`src/rtl/pwp_pkg.sv`:
```
`timescale 1ns/1ps
package pwp_pkg;
  typedef struct packed {
    logic       ptrLoWr;
    logic       ptrHiWr;
    logic       dataWr;
    logic       dataRd;
    logic       ptrLoRd;
    logic       ptrHiRd;
    logic       nullRd;
    logic [1:0] lane;
  } pwpCtl_t;
endpackage

```
`src/rtl/pwp_ctrl.sv`:
```
`timescale 1ns/1ps
module pwp_ctrl
  import pwp_pkg::*;
#(
  parameter int SEL_W = 3
) (
  input  logic             wrEn,
  input  logic             rdEn,
  input  logic [SEL_W-1:0] regSel,
  output pwpCtl_t          ctl
);
  logic isData;
  logic rdAct;

  assign isData = regSel[SEL_W-1];
  assign rdAct  = rdEn & ~wrEn;   // write has priority

  always_comb begin
    ctl         = '0;
    ctl.lane    = regSel[1:0];
    ctl.dataWr  = wrEn  & isData;
    ctl.dataRd  = rdAct & isData;
    ctl.ptrLoWr = wrEn  & ~isData & (regSel[1:0] == 2'd0);
    ctl.ptrHiWr = wrEn  & ~isData & (regSel[1:0] == 2'd1);
    ctl.ptrLoRd = rdAct & ~isData & (regSel[1:0] == 2'd0);
    ctl.ptrHiRd = rdAct & ~isData & (regSel[1:0] == 2'd1);
    ctl.nullRd  = rdAct & ~isData & regSel[1];
  end
endmodule

```
`src/rtl/pwp_dpath.sv`:
```
`timescale 1ns/1ps
module pwp_dpath
  import pwp_pkg::*;
#(
  parameter int DATA_W     = 8,
  parameter int PAGE_BYTES = 2048,
  parameter int PAGES      = 4,
  localparam int PTR_W     = 2 * DATA_W,
  localparam int OFF_W     = $clog2(PAGE_BYTES),
  localparam int PAGE_W    = $clog2(PAGES),
  localparam int ADDR_W    = PAGE_W + OFF_W
) (
  input  logic              clk,
  input  logic              rst_n,
  input  pwpCtl_t           ctl,
  input  logic [DATA_W-1:0] wrData,
  input  logic [PAGE_W-1:0] pktNum,
  input  logic [PAGE_W-1:0] rxHead,
  input  logic [DATA_W-1:0] memRdata,
  output logic [ADDR_W-1:0] memAddr,
  output logic              memWe,
  output logic              memRe,
  output logic [DATA_W-1:0] memWdata,
  output logic [DATA_W-1:0] rdData,
  output logic [PTR_W-1:0]  ptrQ
);
  localparam int RXSEL_BIT = PTR_W - 1;
  localparam int INC_BIT   = PTR_W - 2;
  localparam logic [DATA_W-1:0] HI_MASK = ~(DATA_W'(1) << 3);

  logic              autoInc;
  logic [OFF_W-1:0]  baseOff;
  logic [OFF_W-1:0]  accOff;
  logic [PAGE_W-1:0] page;
  logic              dataAcc;
  logic              rdFromMem;
  logic [DATA_W-1:0] heldByte;

  assign autoInc = ptrQ[INC_BIT];
  assign baseOff = ptrQ[OFF_W-1:0];
  assign accOff  = autoInc ? baseOff : baseOff + OFF_W'(ctl.lane);
  assign page    = ptrQ[RXSEL_BIT] ? rxHead : pktNum;
  assign dataAcc = ctl.dataWr | ctl.dataRd;

  assign memAddr  = {page, accOff};
  assign memWe    = ctl.dataWr;
  assign memRe    = ctl.dataRd;
  assign memWdata = wrData;

  always_ff @(posedge clk) begin
    if (!rst_n) begin
      ptrQ <= '0;
    end else if (ctl.ptrLoWr) begin
      ptrQ[DATA_W-1:0] <= wrData;
    end else if (ctl.ptrHiWr) begin
      ptrQ[PTR_W-1:DATA_W] <= wrData;
    end else if (dataAcc && autoInc) begin
      ptrQ[OFF_W-1:0] <= baseOff + OFF_W'(1);
    end
  end

  always_ff @(posedge clk) begin
    if (!rst_n) begin
      rdFromMem <= 1'b0;
      heldByte  <= '0;
    end else if (ctl.dataRd) begin
      rdFromMem <= 1'b1;
    end else if (ctl.ptrLoRd || ctl.ptrHiRd || ctl.nullRd) begin
      rdFromMem <= 1'b0;
      if (ctl.ptrLoRd)      heldByte <= ptrQ[DATA_W-1:0];
      else if (ctl.ptrHiRd) heldByte <= ptrQ[PTR_W-1:DATA_W] & HI_MASK;
      else                  heldByte <= '0;
    end
  end

  assign rdData = rdFromMem ? memRdata : heldByte;
endmodule

```
`src/rtl/pkt_window_port.sv`:
```
`timescale 1ns/1ps
module pkt_window_port
  import pwp_pkg::*;
#(
  parameter int DATA_W     = 8,
  parameter int PAGE_BYTES = 2048,
  parameter int PAGES      = 4,
  localparam int PTR_W     = 2 * DATA_W,
  localparam int OFF_W     = $clog2(PAGE_BYTES),
  localparam int PAGE_W    = $clog2(PAGES),
  localparam int ADDR_W    = PAGE_W + OFF_W
) (
  input  logic              clk,
  input  logic              rst_n,
  input  logic              wrEn,
  input  logic              rdEn,
  input  logic [2:0]        regSel,
  input  logic [DATA_W-1:0] wrData,
  input  logic [PAGE_W-1:0] pktNum,
  input  logic [PAGE_W-1:0] rxHead,
  input  logic [DATA_W-1:0] memRdata,
  output logic [ADDR_W-1:0] memAddr,
  output logic              memWe,
  output logic              memRe,
  output logic [DATA_W-1:0] memWdata,
  output logic [DATA_W-1:0] rdData
);
  pwpCtl_t          ctl;
  logic [PTR_W-1:0] ptrQ;

  pwp_ctrl #(.SEL_W(3)) u_ctrl (
    .wrEn(wrEn), .rdEn(rdEn), .regSel(regSel), .ctl(ctl)
  );

  pwp_dpath #(.DATA_W(DATA_W), .PAGE_BYTES(PAGE_BYTES), .PAGES(PAGES)) u_dpath (
    .clk(clk), .rst_n(rst_n), .ctl(ctl), .wrData(wrData),
    .pktNum(pktNum), .rxHead(rxHead), .memRdata(memRdata),
    .memAddr(memAddr), .memWe(memWe), .memRe(memRe),
    .memWdata(memWdata), .rdData(rdData), .ptrQ(ptrQ)
  );
endmodule

```
`config.mk`:
```
export PLATFORM = sky130hd
export DESIGN_NAME = pkt_window_port
export DESIGN_NICKNAME = d
export VERILOG_FILES = /design/src/rtl/pwp_pkg.sv /design/src/rtl/pwp_ctrl.sv /design/src/rtl/pwp_dpath.sv /design/src/rtl/pkt_window_port.sv
export SDC_FILE = /design/constraint.sdc
export NUM_CORES = 1
export LEC_CHECK = 0
export ABC_AREA = 1
export ABC_CLOCK_PERIOD_IN_PS = 1900
export BUFFER_PORTS_ARGS = -buffer_cell sky130_fd_sc_hd__buf_4
export CAP_MARGIN = 20
export CORE_UTILIZATION = 51
export DETAILED_ROUTE_END_ITERATION = 6
export HOLD_SLACK_MARGIN = 0.1
export PLACE_DENSITY_LB_ADDON = 0.08
export SLEW_MARGIN = 10
export SYNTH_ARGS = -nofsm -noshare
export SYNTH_HDL_FRONTEND = slang
export SYNTH_HIERARCHICAL = 1
export SYNTH_SLANG_ARGS = --single-unit
```
`constraint.sdc`:
```
create_clock -name clk -period 1.9 [get_ports clk]
set_input_delay 0.285 -clock clk [delete_from_list [all_inputs] [get_ports clk]]
set_output_delay 0.285 -clock clk [all_outputs]
set_load 0.02 [all_outputs]
```
==> results.py <==
metrics = {
    "global_route": {
        "grt_overflow_total": 0,
        "grt_pass1_vias": 1610,
        "antenna_found_initial": 0,
        "grtUsageTotal_pct": 25.8,
        "grt_pass1_wl_um": 7310,
        "grt_max_degree": 18,
    },
    "placed_design": {
        "place_congestion": 0.876,
        "place_hpwl_um": 3570,
        "place_inst": 366,
        "port_buffers": 57,
    },
    "cells_and_area": {
        "final_cells": 373,
        "areaGrowthSynthToFinish_pct": 29.6,
        "layout-drive-gt1-share_pct": 32.4,
        "finish.utilization_pct": 70.4,
        "diodes": 0,
        "nFillCells": 286,
        "multi_input_area_sq_um": 1110,
        "fin_nets": 359,
        "seqCellArea_sq_um": 485,
    },
    "route": {
        "drt-initial-drc-count": 186,
        "remaining_drc_errors": 0,
        "num_vias": 1871,
        "drt_wl_total_um": 4640,
        "drt-wirelength-per-cell_um": 12.4,
        "post_drt_via_cell_ratio": 5.02,
        "dr.pass1.iters": 4,
        "ant_nets": 0,
    },
    "cts": {
        "worstSkewPairLatency_ps": 330,
        "cts_tree": "done",
        "max-clock-path-buffers": 2,
        "hold_buffers": 0,
        "numCtsBuffers": 3,
        "clk_pin_slew_ps": 160,
        "root_buffer": "clkbuf_4",
        "htreeDepth": 1,
        "clock_sinks": 24,
    },
    "setup_path": {
        "crit_arrival_ps": 1760,
        "reg2reg_from": "u_dpath/ptrQ[1]",
        "worstSetupPathType": "flop to primary output",
        "crit_family": "adder cells",
        "cp_num_buf_inv": 1,
        "r2r_end": "u_dpath/ptrQ[10]",
        "ff2ff_setup_slack_ps": 390,
        "crit_slowest_cell": "fa_2",
        "r2r_cells": 8,
        "end_kind": "primary output",
        "required_ps": 1620,
        "cp_cell_sequence": "ha_4 > fa_2 > nand3_4 > nor2_4 > nand2_1 > xor2_1 > buf_4",
        "crit_start": "u_dpath/ptrQ[0]",
        "start_kind": "flop",
        "max_stage_delay_ps": 370,
        "cp_max_fo": 3,
    },
    "synth": {
        "yosysWarnings": 6,
        "syn_inst": 272,
        "syn_area_per_cell_sq_um": 6.77,
        "synth_fp_nets": 303,
        "syn_area_sq_um": 1840,
    },
    "sta": {
        "slew_headroom_pct": 68.9,
        "period_needed_ps": 2050,
        "tns_ps": -766,
        "hold_viol": 0,
        "slew_viol_final": 0,
        "rsz0062_at_grt": "true",
        "finalSetupViolations": 8,
        "finClkSkew_ps": 26.2,
        "worst_slew_pin_slew_ps": 466,
        "finalWorstSetupSlack_ps": -147,
        "max_freq_mhz": 489,
        "min_period_over_period_pct": 108,
    },
    "die": {
        "die_w_um": 62.1,
        "ioPinCount": 58,
        "fp.dieH_um": 62.1,
        "core_region_area_sq_um": 3390,
        "initial_core_util_pct": 54.3,
        "num_rows": 21,
        "die_area_sq_um": 3850,
    },
    "pwr": {
        "max-vdd-ir-drop_mv": 0.371,
        "p_leak_nw": 1.06,
        "total_power_mw": 1.08,
        "power_density_nw_per_um2": 452,
    },
    "hold_path": {
        "hold_end": "u_dpath/ptrQ[13]",
        "whs_path_depth": 3,
        "worstHoldStart": "wrData[5]",
        "min_path_type": "primary input to flop",
    },
    "outcome": {
        "outcome": "finished, violations left",
        "violations": "negative setup slack",
    },
    "run": {
        "cap_violations": 0,
    },
}
power by group:
| part | switching, mW | internal, mW | total, mW |
|---|---|---|---|
| logic | 0.145 | 0.118 | 0.262 |
| clock network | 0.168 | 0.117 | 0.285 |
| registers | 0.0161 | 0.514 | 0.530 |
final cells by class:
type                            count  share of cell area [%]
Clock buffer                        4                    1.52
Multi-Input combinational cell    188                    46.6
Timing Repair Buffer               71                    22.8
Inverter                           40                    6.30
Sequential cell                    24                    20.4
Tap cell                           46                    2.41
layer usage:
layer	global-route usage (%)	share of wire (%)	up-vias
met2	42.7	47	61
met5	0	0	-
met4	6.03	0.67	0
met1	34.5	46	819
li1	-	-	987
met3	5.38	5.9	4
placed cells by master (no fill, tap or decap), types with 3 or more instances in the layout:
cell type and count:
o21ai_2 9, a21oi_1 9, inv_1 39, a22oi_1 3, o21ai_0 20, nand2_1 58
nor2_1 20, nor2_2 3, buf_6 3, dfxtp_1 22, clkbuf_4 3, xor2_1 10
a31oi_1 3, nor2_4 4, o2111ai_1 7, nand2_2 3, nand4_1 3, nand3_1 22
buf_4 68
metrics by stage:
| step | cell area [sq um] | hold slack, ps | worst slack (ps) |
|---|---|---|---|
| final | 2380 | 223 | -147 |
| after global routing | 2380 | 223 | -204 |
| after CTS | 2370 | 227 | -191 |
| after detailed placement | 2260 | 460 | -3.35 |
| after global placement | 2260 | 460 | 12.4 |
| after floorplan | 1840 | 428 | 11.2 |
state kept, by name, summed over array words and instances (netlist names):
name               flops
u_dpath/rdFromMem      1
u_dpath/heldByte       8
u_dpath/ptrQ          15
worst max path at each step:
stage / to / cells past startpoint / slack (ps)
after floorplan: memAddr[8] / 7 / 10
after global placement: memAddr[10] / 8 / 10
after detailed placement: memAddr[10] / 8 / -3
after CTS: memAddr[10] / 7 / -190
after global routing: memAddr[10] / 7 / -200
final: memAddr[10] / 7 / -150
tightest hold or removal path, stage by stage:
cell and delay [ps]:
buf_4 90, o21ai_0 80, nor2_1 80
timing repair:
| item | CTS | global route |
|---|---|---|
| resized for setup | 14 | 3 |
| gates cloned | 0 | 0 |
| setup buffers | 3 | 0 |
| pin swaps | 10 | 5 |
| endpoints found under the setup margin | 8 | 10 |
(Power assumes the default switching activity.)
